File: config.mk
export PLATFORM = sky130hd
export DESIGN_NAME = chan_synth_ctrl
export DESIGN_NICKNAME = d
export VERILOG_FILES = /design/src/rtl/chsyn_pkg.sv /design/src/rtl/chsyn_calc.sv /design/src/rtl/chsyn_pace.sv /design/src/rtl/chsyn_shift.sv /design/src/rtl/chan_synth_ctrl.sv
export SDC_FILE = /design/constraint.sdc
export NUM_CORES = 1
export LEC_CHECK = 0
export ABC_AREA = 1
export ABC_CLOCK_PERIOD_IN_PS = 21000
export BUFFER_PORTS_ARGS = -buffer_cell sky130_fd_sc_hd__buf_2
export CORE_MARGIN = 2
export CORE_UTILIZATION = 50
export CTS_CLUSTER_SIZE = 10
export DETAILED_ROUTE_END_ITERATION = 10
export GPL_TIMING_DRIVEN = 1
export PLACE_DENSITY = 0.67
export SYNTH_ARGS = -nofsm -noshare
export SYNTH_HDL_FRONTEND = slang
export SYNTH_SLANG_ARGS = --single-unit
export TNS_END_PERCENT = 20
File: constraint.sdc
create_clock -name clk -period 21 [get_ports clk]
set_input_delay 3.15 -clock clk [delete_from_list [all_inputs] [get_ports clk]]
set_output_delay 3.15 -clock clk [all_outputs]
set_load 0.02 [all_outputs]
File: src/rtl/chsyn_pkg.sv
package chsyn_pkg;

    typedef enum logic [2:0] {
        STEP_5K   = 3'd0,
        STEP_10K  = 3'd1,
        STEP_12K5 = 3'd2,
        STEP_15K  = 3'd3,
        STEP_20K  = 3'd4,
        STEP_25K  = 3'd5,
        STEP_30K  = 3'd6,
        STEP_50K  = 3'd7
    } step_e;

    typedef enum logic [1:0] {
        SH_IDLE  = 2'd0,
        SH_DATA  = 2'd1,
        SH_LATCH = 2'd2
    } sh_state_e;

    // comparison sizes in 1.25 kHz units
    localparam int unsigned CMP_UNITS_COARSE = 4;  // 5 kHz
    localparam int unsigned CMP_UNITS_FINE   = 5;  // 6.25 kHz

    // only the 12.5 kHz step runs on the 6.25 kHz comparison
    function automatic logic uses_fine_cmp(input step_e s);
        return (s == STEP_12K5);
    endfunction

endpackage

File: src/rtl/chsyn_calc.sv
module chsyn_calc
    import chsyn_pkg::*;
#(
    parameter int unsigned FREQ_W    = 18,
    parameter int unsigned R_W       = 13,
    parameter int unsigned N_W       = 16,
    parameter int unsigned IF_UNITS  = 17360,
    parameter int unsigned TX_SPLIT  = 112000,
    parameter int unsigned RX_SPLIT  = 129360,
    parameter int unsigned REF_COARSE = 4250,
    parameter int unsigned REF_FINE   = 3400
) (
    input  logic [FREQ_W-1:0] freq_i,
    input  logic              tx_i,
    input  logic [2:0]        step_i,
    output logic [R_W-1:0]    r_word_o,
    output logic [N_W-1:0]    n_word_o,
    output logic              vco_hi_o,
    output logic              off_grid_o
);

    logic              fine;
    logic [FREQ_W-1:0] osc_units;
    logic [FREQ_W-1:0] cmp_units;
    logic [2:0]        rem;

    always_comb begin
        fine      = uses_fine_cmp(step_e'(step_i));
        osc_units = tx_i ? freq_i : (freq_i - FREQ_W'(IF_UNITS));
        cmp_units = fine ? FREQ_W'(CMP_UNITS_FINE) : FREQ_W'(CMP_UNITS_COARSE);
        rem       = 3'(osc_units % cmp_units);
        n_word_o  = N_W'(osc_units / cmp_units);
        off_grid_o = (rem != 3'd0);
        r_word_o  = fine ? R_W'(REF_FINE) : R_W'(REF_COARSE);
        if (tx_i)
            vco_hi_o = (freq_i >= FREQ_W'(TX_SPLIT));
        else
            vco_hi_o = (freq_i >= FREQ_W'(RX_SPLIT));
    end

endmodule

File: src/rtl/chsyn_pace.sv
module chsyn_pace #(
    parameter int unsigned HALF_CYC = 2
) (
    input  logic clk,
    input  logic rst,
    input  logic run_i,
    output logic tick_o
);

    localparam int unsigned CW = $clog2(HALF_CYC) + 1;

    logic [CW-1:0] cnt;

    assign tick_o = run_i && (cnt == CW'(HALF_CYC - 1));

    always_ff @(posedge clk) begin
        if (rst || !run_i || tick_o)
            cnt <= '0;
        else
            cnt <= cnt + 1'b1;
    end

endmodule

File: src/rtl/chsyn_shift.sv
module chsyn_shift
    import chsyn_pkg::*;
#(
    parameter int unsigned W        = 29,
    parameter int unsigned HALF_CYC = 2
) (
    input  logic         clk,
    input  logic         rst,
    input  logic         start_i,
    input  logic [W-1:0] word_i,
    output logic         busy_o,
    output logic         sclk_o,
    output logic         sdata_o,
    output logic         strb_o
);

    localparam int unsigned IW = $clog2(W);

    sh_state_e     state;
    logic [W-1:0]  shreg;
    logic [IW-1:0] idx;
    logic          ph;
    logic          tick;

    chsyn_pace #(.HALF_CYC(HALF_CYC)) u_pace (
        .clk   (clk),
        .rst   (rst),
        .run_i (state != SH_IDLE),
        .tick_o(tick)
    );

    assign busy_o  = (state != SH_IDLE);
    assign sdata_o = (state == SH_DATA) && shreg[W-1];

    always_ff @(posedge clk) begin
        if (rst) begin
            state  <= SH_IDLE;
            shreg  <= '0;
            idx    <= '0;
            ph     <= 1'b0;
            sclk_o <= 1'b0;
            strb_o <= 1'b0;
        end else begin
            unique case (state)
                SH_IDLE: begin
                    if (start_i) begin
                        shreg  <= word_i;
                        idx    <= IW'(W - 1);
                        ph     <= 1'b0;
                        sclk_o <= 1'b0;
                        state  <= SH_DATA;
                    end
                end
                SH_DATA: begin
                    if (tick) begin
                        if (!ph) begin
                            sclk_o <= 1'b1;
                            ph     <= 1'b1;
                        end else begin
                            sclk_o <= 1'b0;
                            ph     <= 1'b0;
                            if (idx == '0) begin
                                state  <= SH_LATCH;
                                strb_o <= 1'b1;
                            end else begin
                                shreg <= shreg << 1;
                                idx   <= idx - 1'b1;
                            end
                        end
                    end
                end
                SH_LATCH: begin
                    if (tick) begin
                        if (!ph) begin
                            ph <= 1'b1;
                        end else begin
                            ph     <= 1'b0;
                            strb_o <= 1'b0;
                            state  <= SH_IDLE;
                        end
                    end
                end
                default: state <= SH_IDLE;
            endcase
        end
    end


    data_stable_chk: assert property (@(posedge clk) disable iff (rst)
        $rose(sclk_o) |-> $stable(sdata_o));


    latch_clk_low_chk: assert property (@(posedge clk) disable iff (rst)
        strb_o |-> !sclk_o);


    strobe_after_bit_chk: assert property (@(posedge clk) disable iff (rst)
        $rose(strb_o) |-> $fell(sclk_o));

endmodule

File: src/rtl/chan_synth_ctrl.sv
module chan_synth_ctrl
    import chsyn_pkg::*;
#(
    parameter int unsigned FREQ_W     = 18,
    parameter int unsigned R_W        = 13,
    parameter int unsigned HALF_CYC   = 2,
    parameter int unsigned IF_UNITS   = 17360,
    parameter int unsigned TX_SPLIT   = 112000,
    parameter int unsigned RX_SPLIT   = 129360,
    parameter int unsigned REF_COARSE = 4250,
    parameter int unsigned REF_FINE   = 3400
) (
    input  logic              clk,
    input  logic              rst,
    input  logic              load_req_i,
    input  logic [FREQ_W-1:0] freq_i,
    input  logic              tx_i,
    input  logic [2:0]        step_i,
    output logic              sclk_o,
    output logic              sdata_o,
    output logic              strb_o,
    output logic              vco_hi_o,
    output logic              done_o,
    output logic              err_o
);

    localparam int unsigned N_W     = FREQ_W - 2;
    localparam int unsigned FRAME_W = R_W + N_W;

    logic [R_W-1:0] r_word;
    logic [N_W-1:0] n_word;
    logic           vco_next;
    logic           off_grid;
    logic           busy;
    logic           accept;
    logic           start;

    chsyn_calc #(
        .FREQ_W    (FREQ_W),
        .R_W       (R_W),
        .N_W       (N_W),
        .IF_UNITS  (IF_UNITS),
        .TX_SPLIT  (TX_SPLIT),
        .RX_SPLIT  (RX_SPLIT),
        .REF_COARSE(REF_COARSE),
        .REF_FINE  (REF_FINE)
    ) u_calc (
        .freq_i    (freq_i),
        .tx_i      (tx_i),
        .step_i    (step_i),
        .r_word_o  (r_word),
        .n_word_o  (n_word),
        .vco_hi_o  (vco_next),
        .off_grid_o(off_grid)
    );

    assign accept = load_req_i && !busy;
    assign start  = accept && !off_grid;
    assign done_o = !busy;

    chsyn_shift #(
        .W       (FRAME_W),
        .HALF_CYC(HALF_CYC)
    ) u_shift (
        .clk    (clk),
        .rst    (rst),
        .start_i(start),
        .word_i ({r_word, n_word}),
        .busy_o (busy),
        .sclk_o (sclk_o),
        .sdata_o(sdata_o),
        .strb_o (strb_o)
    );

    always_ff @(posedge clk) begin
        if (rst) begin
            err_o    <= 1'b0;
            vco_hi_o <= 1'b0;
        end else if (accept) begin
            err_o <= off_grid;
            if (!off_grid)
                vco_hi_o <= vco_next;
        end
    end


    done_rise_chk: assert property (@(posedge clk) disable iff (rst)
        $rose(done_o) |-> $fell(strb_o));


    reject_idle_chk: assert property (@(posedge clk) disable iff (rst)
        $rose(err_o) |-> (done_o && !strb_o));


    vco_hold_chk: assert property (@(posedge clk) disable iff (rst)
        !done_o |=> $stable(vco_hi_o));

endmodule

==> results of run 1 <==
-- final timing paths --
kind	start	endpoint	slack, ps	cells after the start
worst min register to register	u_shift.u_pace.cnt[0]	u_shift.u_pace.cnt[0]	420	1
worst max-delay path	step_i[2]	u_shift.shreg[22]	6020	87
worst max register to register	u_shift.state[1]	u_shift.idx[1]	18300	13
worst min-delay path	u_shift.u_pace.cnt[0]	u_shift.u_pace.cnt[0]	420	1
-- cells in the mapped netlist (17+ instances only) --
| library cell | instances |
|---|---|
| nand2_1 | 390 |
| inv_1 | 188 |
| nand3_1 | 158 |
| nor2_1 | 131 |
| nand2_2 | 79 |
| a21oi_1 | 62 |
| nand3_2 | 45 |
| dfxtp_1 | 43 |
| nand4_1 | 33 |
| ha_1 | 26 |
| inv_2 | 24 |
| nand2_4 | 24 |
| o21ai_0 | 20 |
| nor2_4 | 18 |
| nand3b_1 | 17 |
| nor2_2 | 17 |
-- cell families (layout without fill, tap and decap cells) --
family          Yosys count  in the layout  share of synthesized area [%]
simple gates            963            963                          59.72
flops                    43             43                          9.831
compound gates          134            134                          9.260
mux                       3              3                         0.3430
fa+ha+maj                26             26                          3.715
buf+inv                 258            268                          14.13
xor+xnor                 30             30                          3.001
-- final cells by class --
cell class	instances	area [um2]	share of cell area, %
multi-input cells	1156	6668	73.85
well taps	225	281.5	3.118
repair buffers	32	165.2	1.829
clock buffers	5	125.1	1.386
flip-flops and latches	43	860.8	9.534
inverters	228	882.1	9.770
clock inverters	3	46.29	0.5127
-- flip-flops by register name (all words and copies together), names as in the netlist, 2 cells and up --
signal	cells
u_shift.idx	5
u_shift.shreg	29
u_shift.state	2
u_shift.u_pace.cnt	2
-- metal layers --
metal  vias up  routed length [um]  part of all wire (%)  track usage, %
met5         -                   0                     0               0
met4         0                 354                   1.7           5.498
met3        30                 650                   3.1           1.715
met2       142               10040                    47           40.82
met1      3947               10120                    48           30.60
li1       4685                   -                     -               -
-- worst max-delay path, delay by kind of cell --
| kind | cells | cell delay [ps] |
|---|---|---|
| and+or+nand+nor | 72 | 9710 |
| buffers and inverters | 10 | 900 |
| adders and majority gates | 2 | 790 |
| AOI/OAI and AO/OA | 3 | 520 |
-- cell usage in the layout, fill, tap and decap left out, types with 3 or more instances in the layout --
cell and n:
nand2_4 24, o41ai_1 3, a21oi_2 16, a21oi_1 62
or2_2 4, inv_4 5, nand3_4 16, nand3b_1 17
clkbuf_16 5, nor2_4 18, o211ai_1 3, o2111ai_1 3
nor2_1 131, nor3_1 10, inv_2 24, o21ai_0 20
nand2_1 390, buf_2 30, dfxtp_1 43, mux2i_1 3
nor2_2 17, xor2_1 14, o21ai_1 12, nand3_1 158
o21bai_1 4, nor2_8 4, nand2_8 4, clkinv_1 6
nand3_2 45, ha_1 25, nand2_2 79, xnor2_1 16
and2_1 6, clkinv_2 3, nand4_1 33, inv_1 188
-- stage by stage --
stage               instance area [um2]  hold slack (ps)  std cells
floorplan                          8756            398.9       1457
global placement                   8857            411.3       1684
detailed placement                 8857            410.7       1684
CTS                                9029            425.1       1692
global route                       9029            434.8       1692
finish                             9029            424.6       1692
==> out/metrics.yaml, run 1 <==
yosys:
  yosysWarnings: 0
  async_flop_share_pct: 0
  ys.flop_type: "dfxtp_1"
  synth.yosys.seq_area_share_pct: 9.831
  ys_seq_elements: 43
  synth_cells: 1457
  synth_top_cell_by_area: "nand2_1"
  syn_area_um2: 8756
  yosys-top-cells-area: "nand2_1 17%, dfxtp_1 9.8%, nand3_1 9.0%"
  yosysUniqueCellTypes: 58
  avgSynthCellArea_um2: 6.010
  synth_edf_count: 0
  syn_nets: 1508
  synth_top_area_share_pct: 16.72
clock_tree:
  tritoncts.num_buffers: 5
  cts_resized: 0
  path_clk_slew_ps: 60
  post_cts_buffers: 0
  hold_buffers: 0
  ctsHtreeMaxLevel: 2
  clk_latency_ps: 290
  clkSinkCount: 43
  cts_tree: "done"
  max-clock-path-buffers: 2
  cts_root_buf: "clkbuf_16"
worst_setup_path:
  cp.arrival_ps: 15140
  criticalPathCategory: "primary input to flip-flop"
  critical_path.slowest_cell: "nand3_1"
  cp-end-kind: "flip-flop"
  crit_top_cell: "nand2_1"
  startpoint_type: "primary input"
  cp_slowest_stage_delay_ps: 670
  path_max_fanout: 61
  cp.required_ps: 21160
sta:
  relSlewSlack_pct: 37.24
  hold_viol: 0
  setup_viol: 0
  slew_violations: 0
  max_freq_mhz: 66.74
  period_minus_slack_ps: 14980
  rsz0062_at_grt: "false"
  setup_tns_ps: 0
  worstMarginPinSlew_ps: 938.8
  clock_skew_ps: 7.007
  min_period_over_period_pct: 71.35
  setup_slack_ps: 6016
detailed_routing:
  dr.pass1.iters: 5
  wl_per_cell_um: 12.51
  viasPerCell: 5.203
  num_vias: 8804
  antenna_left: 0
  drc: 0
  wl_um: 21170
  first_iter_violations: 474
global_routing:
  grt_max_degree: 62
  grt_pass1_wl_um: 36250
  grt_overflow: 0
  grt_usage_pct: 23.15
  antenna_found_initial: 0
  grt_pass1_vias: 7958
floorplan:
  initial_core_util_pct: 50.80
  die_y_um: 136.3
  dieArea_um2: 18590
  core_area_um2: 17240
  rows: 48
  dieWidth_um: 136.3
  io_pins: 31
final_layout:
  area.growth.synth_to_final_pct: 3.115
  fin_nets: 1517
  n_antenna_cell: 0
  fillers: 1820
  layout-drive-gt1-share_pct: 21.20
  final_util_pct: 52.38
hold_path:
  hold_class: "flip-flop to flip-flop"
place:
  placement.setup.worst_slack_ps: 5756
  portBuffers: 30
  gp_congestion: 0.9054
  dpl.hpwl_um: 17260
run_status:
  run_status: "finished clean"
flow_run:
  drv_cap: 0
Power of run 1 is not shown: default switching activity piles up to over one toggle a cycle in this logic, so the estimate is an artifact.
==> run 2: changes to the inputs <==
--- a/config.mk
+++ b/config.mk
@@ -6,7 +6,7 @@
 export NUM_CORES = 1
 export LEC_CHECK = 0
 export ABC_AREA = 1
-export ABC_CLOCK_PERIOD_IN_PS = 21000
+export ABC_CLOCK_PERIOD_IN_PS = 14350
 export BUFFER_PORTS_ARGS = -buffer_cell sky130_fd_sc_hd__buf_2
 export CORE_MARGIN = 2
 export CORE_UTILIZATION = 50
==> constraint.sdc (replaced) <==
create_clock -name clk -period 14.35 [get_ports clk]
set_input_delay 2.1525 -clock clk [delete_from_list [all_inputs] [get_ports clk]]
set_output_delay 2.1525 -clock clk [all_outputs]
set_load 0.02 [all_outputs]
==> out/metrics.yaml, run 2 (synthesized netlist as in run 1, its figures left out) <==
final_layout:
  largest_register_ffs: 29  # unchanged
  design_area_um2: 9429  # +4.4%
  final_common_cell: "nand2_1"
  layout-drive-gt1-share_pct: 24.13  # +2.9 points
  fin_nets: 1550  # +2.2%
  final_util_pct: 54.70  # +2.3 points
  regMostFlops: "u_shift.shreg"
  fin_cells: 1725  # +2.0%
  reg_top3: "u_shift.shreg (29), u_shift.idx (5)"
  final_cell_mix: "384 x nand2_1, 185 x inv_1, 156 x nand3_1"
  area.growth.synth_to_final_pct: 7.688
  n_antenna_cell: 0  # unchanged
worst_setup_path:
  critical_path.slowest_cell: "ha_1"
  startpoint_type: "primary input"
  path_max_fanout: 15  # -75%
  criticalPathCategory: "primary input to flip-flop"
  cp_slowest_stage_delay_ps: 310  # -360 ps
  cp-end-kind: "flip-flop"
  cp.arrival_ps: 13480  # -1660 ps
  cp.required_ps: 14560  # -6600 ps
  crit_top_cell: "nand2_1"
global_routing:
  grt_overflow: 0  # unchanged
  grt_usage_pct: 23.43  # +0.27 points
  grt_pass1_wl_um: 36430  # +0.52%
  grt_pass1_vias: 7952  # -0.075%
  grt_max_degree: 62  # unchanged
  antenna_found_initial: 0  # unchanged
flow_run:
  drv_cap: 0  # unchanged
clock_tree:
  ctsHtreeMaxLevel: 2  # unchanged
  clk_latency_ps: 280  # about the same
  cts_root_buf: "clkbuf_16"
  max-clock-path-buffers: 2  # unchanged
  tritoncts.num_buffers: 5  # unchanged
  cts_tree: "done"
  path_clk_slew_ps: 60  # about the same
  clkSinkCount: 43  # unchanged
  hold_buffers: 0  # unchanged
hold_path:
  hold_class: "flip-flop to flip-flop"
place:
  place_area_um2: 8865  # about the same
  portBuffers: 30  # unchanged
  dpl.hpwl_um: 17330  # +0.41%
  dpl.cell_count: 1685  # +0.059%
  gp_congestion: 0.9248  # +2.1%
detailed_routing:
  drc: 0  # unchanged
  num_vias: 8990  # +2.1%
  wl_per_cell_um: 12.95  # +3.5%
  wl_um: 22340  # +5.5%
  first_iter_violations: 594  # +25%
  dr.pass1.iters: 5  # unchanged
  antenna_left: 0  # unchanged
  viasPerCell: 5.212  # +0.16%
floorplan:
  rows: 48  # unchanged
  dieArea_um2: 18590  # unchanged
  initial_core_util_pct: 50.80  # unchanged
  die_y_um: 136.3  # unchanged
  io_pins: 31  # unchanged
  core_area_um2: 17240  # unchanged
  dieWidth_um: 136.3  # unchanged
sta:
  period_minus_slack_ps: 13280
  max_freq_mhz: 75.33
  relSlewSlack_pct: 47.02  # +9.8 points
  setup_tns_ps: 0  # unchanged
  worstMarginPinSlew_ps: 789.8  # -149.0 ps
  clock_skew_ps: 3.088  # -3.918 ps
  hold_viol: 0  # unchanged
  slew_violations: 0  # unchanged
  setup_viol: 0  # unchanged
  min_period_over_period_pct: 92.51
run_status:
  run_status: "finished clean"
-- run 2: path summary, 6_finish.rpt --
kind / startpoint / endpoint / slack (ps) / cells after the start
min: u_shift.u_pace.cnt[0] / u_shift.u_pace.cnt[0] / 420 / 1
min reg2reg: u_shift.u_pace.cnt[0] / u_shift.u_pace.cnt[0] / 420 / 1
max reg2reg: u_shift.state[1] / u_shift.idx[1] / 11670 / 13
max: freq_i[4] / u_shift.shreg[20] / 1070 / 90
-- run 2: metrics by stage --
stage / worst slack [ps] / hold WS, ps
after detailed placement: 300.2 / 415.8
after CTS: 553.1 / 424.2
after global routing: -57.09 / 453.6
after floorplan: 2474 / 398.9
final: 1074 / 419.6
after global placement: 488.6 / 412.8
-- run 2: layer usage --
| layer | wire, um | up-vias | GRT usage, % |
|---|---|---|---|
| met5 | 0 | - | 0 |
| li1 | - | 4771 | - |
| met2 | 10700 | 155 | 41.60 |
| met1 | 10620 | 4037 | 30.70 |
| met4 | 378 | 0 | 5.440 |
| met3 | 638 | 27 | 1.827 |
-- run 2: repair_timing --
| action | 4_1_cts | 5_1_grt |
|---|---|---|
| gates resized for setup | 0 | 32 |
| hold endpoints to repair | 0 | 0 |
| buffers inserted | 0 | 26 |
| endpoints found under the setup margin | 0 | 40 |
-- run 2: worst max-delay path: cells and delay by family --
kind,cells,cell delay (ps)
and+or+nand+nor,71,8810
buffers and inverters,12,1060
adders and majority gates,3,680
AOI/OAI and AO/OA,3,480
xor gates and xnor gates,1,240
-- run 2: final cells by class --
cell class | count | area (um2)
inverter | 228 | 884.6
multi-input combinational | 1162 | 6853
clock buffer | 8 | 156.4
tap | 225 | 281.5
sequential | 43 | 860.8
fill | 1755 | 7807
timing repair buffer | 59 | 392.9
Power of run 2 is left out for the same reason.
==> run 3: changes to the inputs <==
--- a/config.mk
+++ b/config.mk
@@ -5,7 +5,7 @@
 export SDC_FILE = /design/constraint.sdc
 export NUM_CORES = 1
 export LEC_CHECK = 0
-export ABC_AREA = 1
+export ABC_AREA = 0
 export ABC_CLOCK_PERIOD_IN_PS = 14350
 export BUFFER_PORTS_ARGS = -buffer_cell sky130_fd_sc_hd__buf_2
 export CORE_MARGIN = 2
==> out/metrics.yaml, run 3 <==
final_layout:
  area.growth.synth_to_final_pct: 50.04
  final_common_cell: "buf_4"
  fillers: 1135  # -35%
  final_util_pct: 77.31  # +23 points
  n_antenna_cell: 0  # unchanged
  regMostFlops: "u_shift.shreg"
  final_cell_mix: "307 x buf_4, 113 x nand2_1, 93 x nor2_1"
  largest_register_ffs: 29  # unchanged
  reg_top3: "u_shift.shreg (29), u_shift.idx (5)"
  fin_nets: 1470  # -5.2%
  layout-drive-gt1-share_pct: 41.69  # +18 points
global_routing:
  antenna_found_initial: 0  # unchanged
  grt_pass1_vias: 9079  # +14%
  grt_usage_pct: 31.08  # +7.7 points
  grt_overflow: 0  # unchanged
  grt_max_degree: 40  # -35%
  grt_pass1_wl_um: 43750  # +20%
clock_tree:
  cts_tree: "done"
  ctsHtreeMaxLevel: 2  # unchanged
  clkSinkCount: 43  # unchanged
  clk_latency_ps: 290  # about the same
  cts_root_buf: "clkbuf_16"
  max-clock-path-buffers: 2  # unchanged
  path_clk_slew_ps: 60  # about the same
  hold_buffers: 0  # unchanged
  tritoncts.num_buffers: 5  # unchanged
yosys:
  syn_nets: 1149  # -24%
  ys_seq_elements: 43  # unchanged
  synth_top_area_share_pct: 10.91  # -5.8 points
  synth_edf_count: 0  # unchanged
  yosysMostFrequentCell: "nand2_1"
  ys.flop_type: "dfxtp_1"
  syn_area_um2: 7891  # -9.9%
  synth.yosys.seq_area_share_pct: 10.91  # +1.1 points
  avgSynthCellArea_um2: 7.187  # +20%
  synth_top_cell_by_area: "dfxtp_1"
  async_flop_share_pct: 0  # unchanged
  yosysWarnings: 0  # unchanged
  yosys-top-cells-area: "dfxtp_1 11%, nand2_1 5.6%, nor2_1 4.8%"
  synth_commonest_cells: "118 x nand2_1, 101 x nor2_1, 72 x a21oi_1"
  yosysUniqueCellTypes: 115  # +98%
  synth_cells: 1098  # -25%
detailed_routing:
  wl_met1_um: 12880  # +21%
  drc: 0  # unchanged
  viasPerCell: 6.349  # +22%
  wl_per_cell_um: 18.15  # +40%
  wl_met2_um: 14240  # +33%
  num_vias: 10360  # +15%
  antenna_left: 0  # unchanged
  routed.top_layer: "met4"
  first_iter_violations: 948  # +60%
  wl_um: 29600  # +32%
  route.met3.wl_um: 1624  # +150%
  dr.pass1.iters: 8  # +3
worst_setup_path:
  crit_path_end: "u_shift.shreg[20]"
  cp-end-kind: "flip-flop"
  critical_path.slowest_cell: "or4_4"
  r2r_setup_slack_ps: 11240  # -430 ps
  regToRegEndpoint: "u_shift.shreg[15]"
  path_max_fanout: 6  # -9
  startpoint: "freq_i[4]"
  timing.rr.start: "u_shift.state[1]"
  cp.required_ps: 14560  # about the same
  criticalPathCategory: "primary input to flip-flop"
  startpoint_type: "primary input"
  cp.arrival_ps: 14430  # +950 ps
  cp_slowest_stage_delay_ps: 560  # +250 ps
  r2r_cells: 10  # -3
floorplan:
  die_y_um: 129.6  # -4.9%
  core_area_um2: 15310  # -11%
  initial_core_util_pct: 51.53  # +0.73 points
  dieArea_um2: 16800  # -9.6%
  dieWidth_um: 129.6  # -4.9%
  io_pins: 31  # unchanged
  rows: 45  # -6.3%
run_status:
  run_status: "finished clean"
place:
  gp_congestion: 1.009  # +9.1%
  dpl.hpwl_um: 20940  # +21%
  portBuffers: 30  # unchanged
sta:
  max_freq_mhz: 70.34  # -6.6%
  rsz0062_at_grt: "true"
  clock_skew_ps: 6.753  # +3.665 ps
  relSlewSlack_pct: 41.27  # -5.7 points
  setup_viol: 0  # unchanged
  worstMarginPinSlew_ps: 877.7  # +87.87 ps
  slew_violations: 0  # unchanged
  period_minus_slack_ps: 14220  # +940.9 ps
  min_period_over_period_pct: 99.07  # +6.6 points
  hold_viol: 0  # unchanged
hold_path:
  hold_class: "flip-flop to flip-flop"
  holdPathStages: 1  # unchanged
flow_run:
  drv_cap: 0  # unchanged
[run 3: cell types whose count changed after synthesis, moves of 21 or more]
| cell | previous run | this run |
|---|---|---|
| a21o_1 | 0 | 21 |
| inv_1 | 188 | 38 |
| inv_2 | 24 | 1 |
| nand2_1 | 390 | 118 |
| nand2_2 | 79 | 0 |
| nand2_4 | 24 | 0 |
| nand3_1 | 158 | 36 |
| nand3_2 | 45 | 0 |
| nor2_1 | 131 | 101 |
| nor3_1 | 10 | 45 |
| o21ai_0 | 20 | 60 |
[run 3: layer usage]
layer	vias up	global-route usage, %
met3	90	2.560
met5	-	0
met2	433	52.73
met4	0	7.780
li1	4929	-
met1	4904	42.62
[run 3: worst min path at each step]
stage	from	end
after floorplan	u_shift.u_pace.cnt[0]	u_shift.u_pace.cnt[0]
after global placement	u_shift.u_pace.cnt[0]	u_shift.u_pace.cnt[0]
after detailed placement	u_shift.u_pace.cnt[0]	u_shift.u_pace.cnt[0]
after CTS	u_shift.u_pace.cnt[0]	u_shift.u_pace.cnt[0]
after global routing	u_shift.u_pace.cnt[0]	u_shift.u_pace.cnt[0]
final	u_shift.u_pace.cnt[0]	u_shift.u_pace.cnt[0]
[run 3: logic make-up after synthesis]
logic type | after synthesis | share of synthesized area [%]
XOR/XNOR | 33 | 3.996
buffers and inverters | 83 | 5.026
adder cells (fa/ha/maj) | 26 | 4.122
AND/OR/NAND/NOR | 452 | 29.78
AO/OA/AOI/OAI | 425 | 41.19
multiplexers | 36 | 4.979
flip-flops | 43 | 10.91
[run 3: repair_timing]
action / 4_1_cts / 5_1_grt
pin swaps: 13 / 101
gates cloned: 0 / 3
setup buffers: 12 / 52
gates resized for setup: 30 / 172
endpoints found under the setup margin: 31 / 40
[run 3: cell type report]
class                   count  area (um2)  share of cell area, %
clock buffers               7       152.6                  1.289
repair buffers            357        2823                  23.84
well taps                 211       264.0                  2.230
inverters                  39       151.4                  1.279
clock inverters             1       7.507                0.06340
multi-input cells         973        7581                  64.03
flip-flops and latches     43       860.8                  7.270
[run 3: metrics by stage]
step                      setup TNS [ps]  cells  worst slack [ps]  hold slack, ps  cell area, um2
after global routing               -9017   1631            -385.8           461.4           11840
final                                  0   1631             133.6           429.3           11840
after global placement             -3876   1557            -235.3           420.5           10210
after CTS                              0   1577            0.3890           431.7           10610
after floorplan                        0   1098             22.74           407.2            8015
after detailed placement          -12190   1557            -492.0           423.4           10210
[run 3: critical path, delay by kind of cell]
family / cells / cell delay [ps]
mux: 5 / 1390
simple gates: 14 / 3490
compound gates: 24 / 5770
fa+ha+maj: 3 / 630
buf+inv: 8 / 980
Power of run 3 is left out for the same reason.
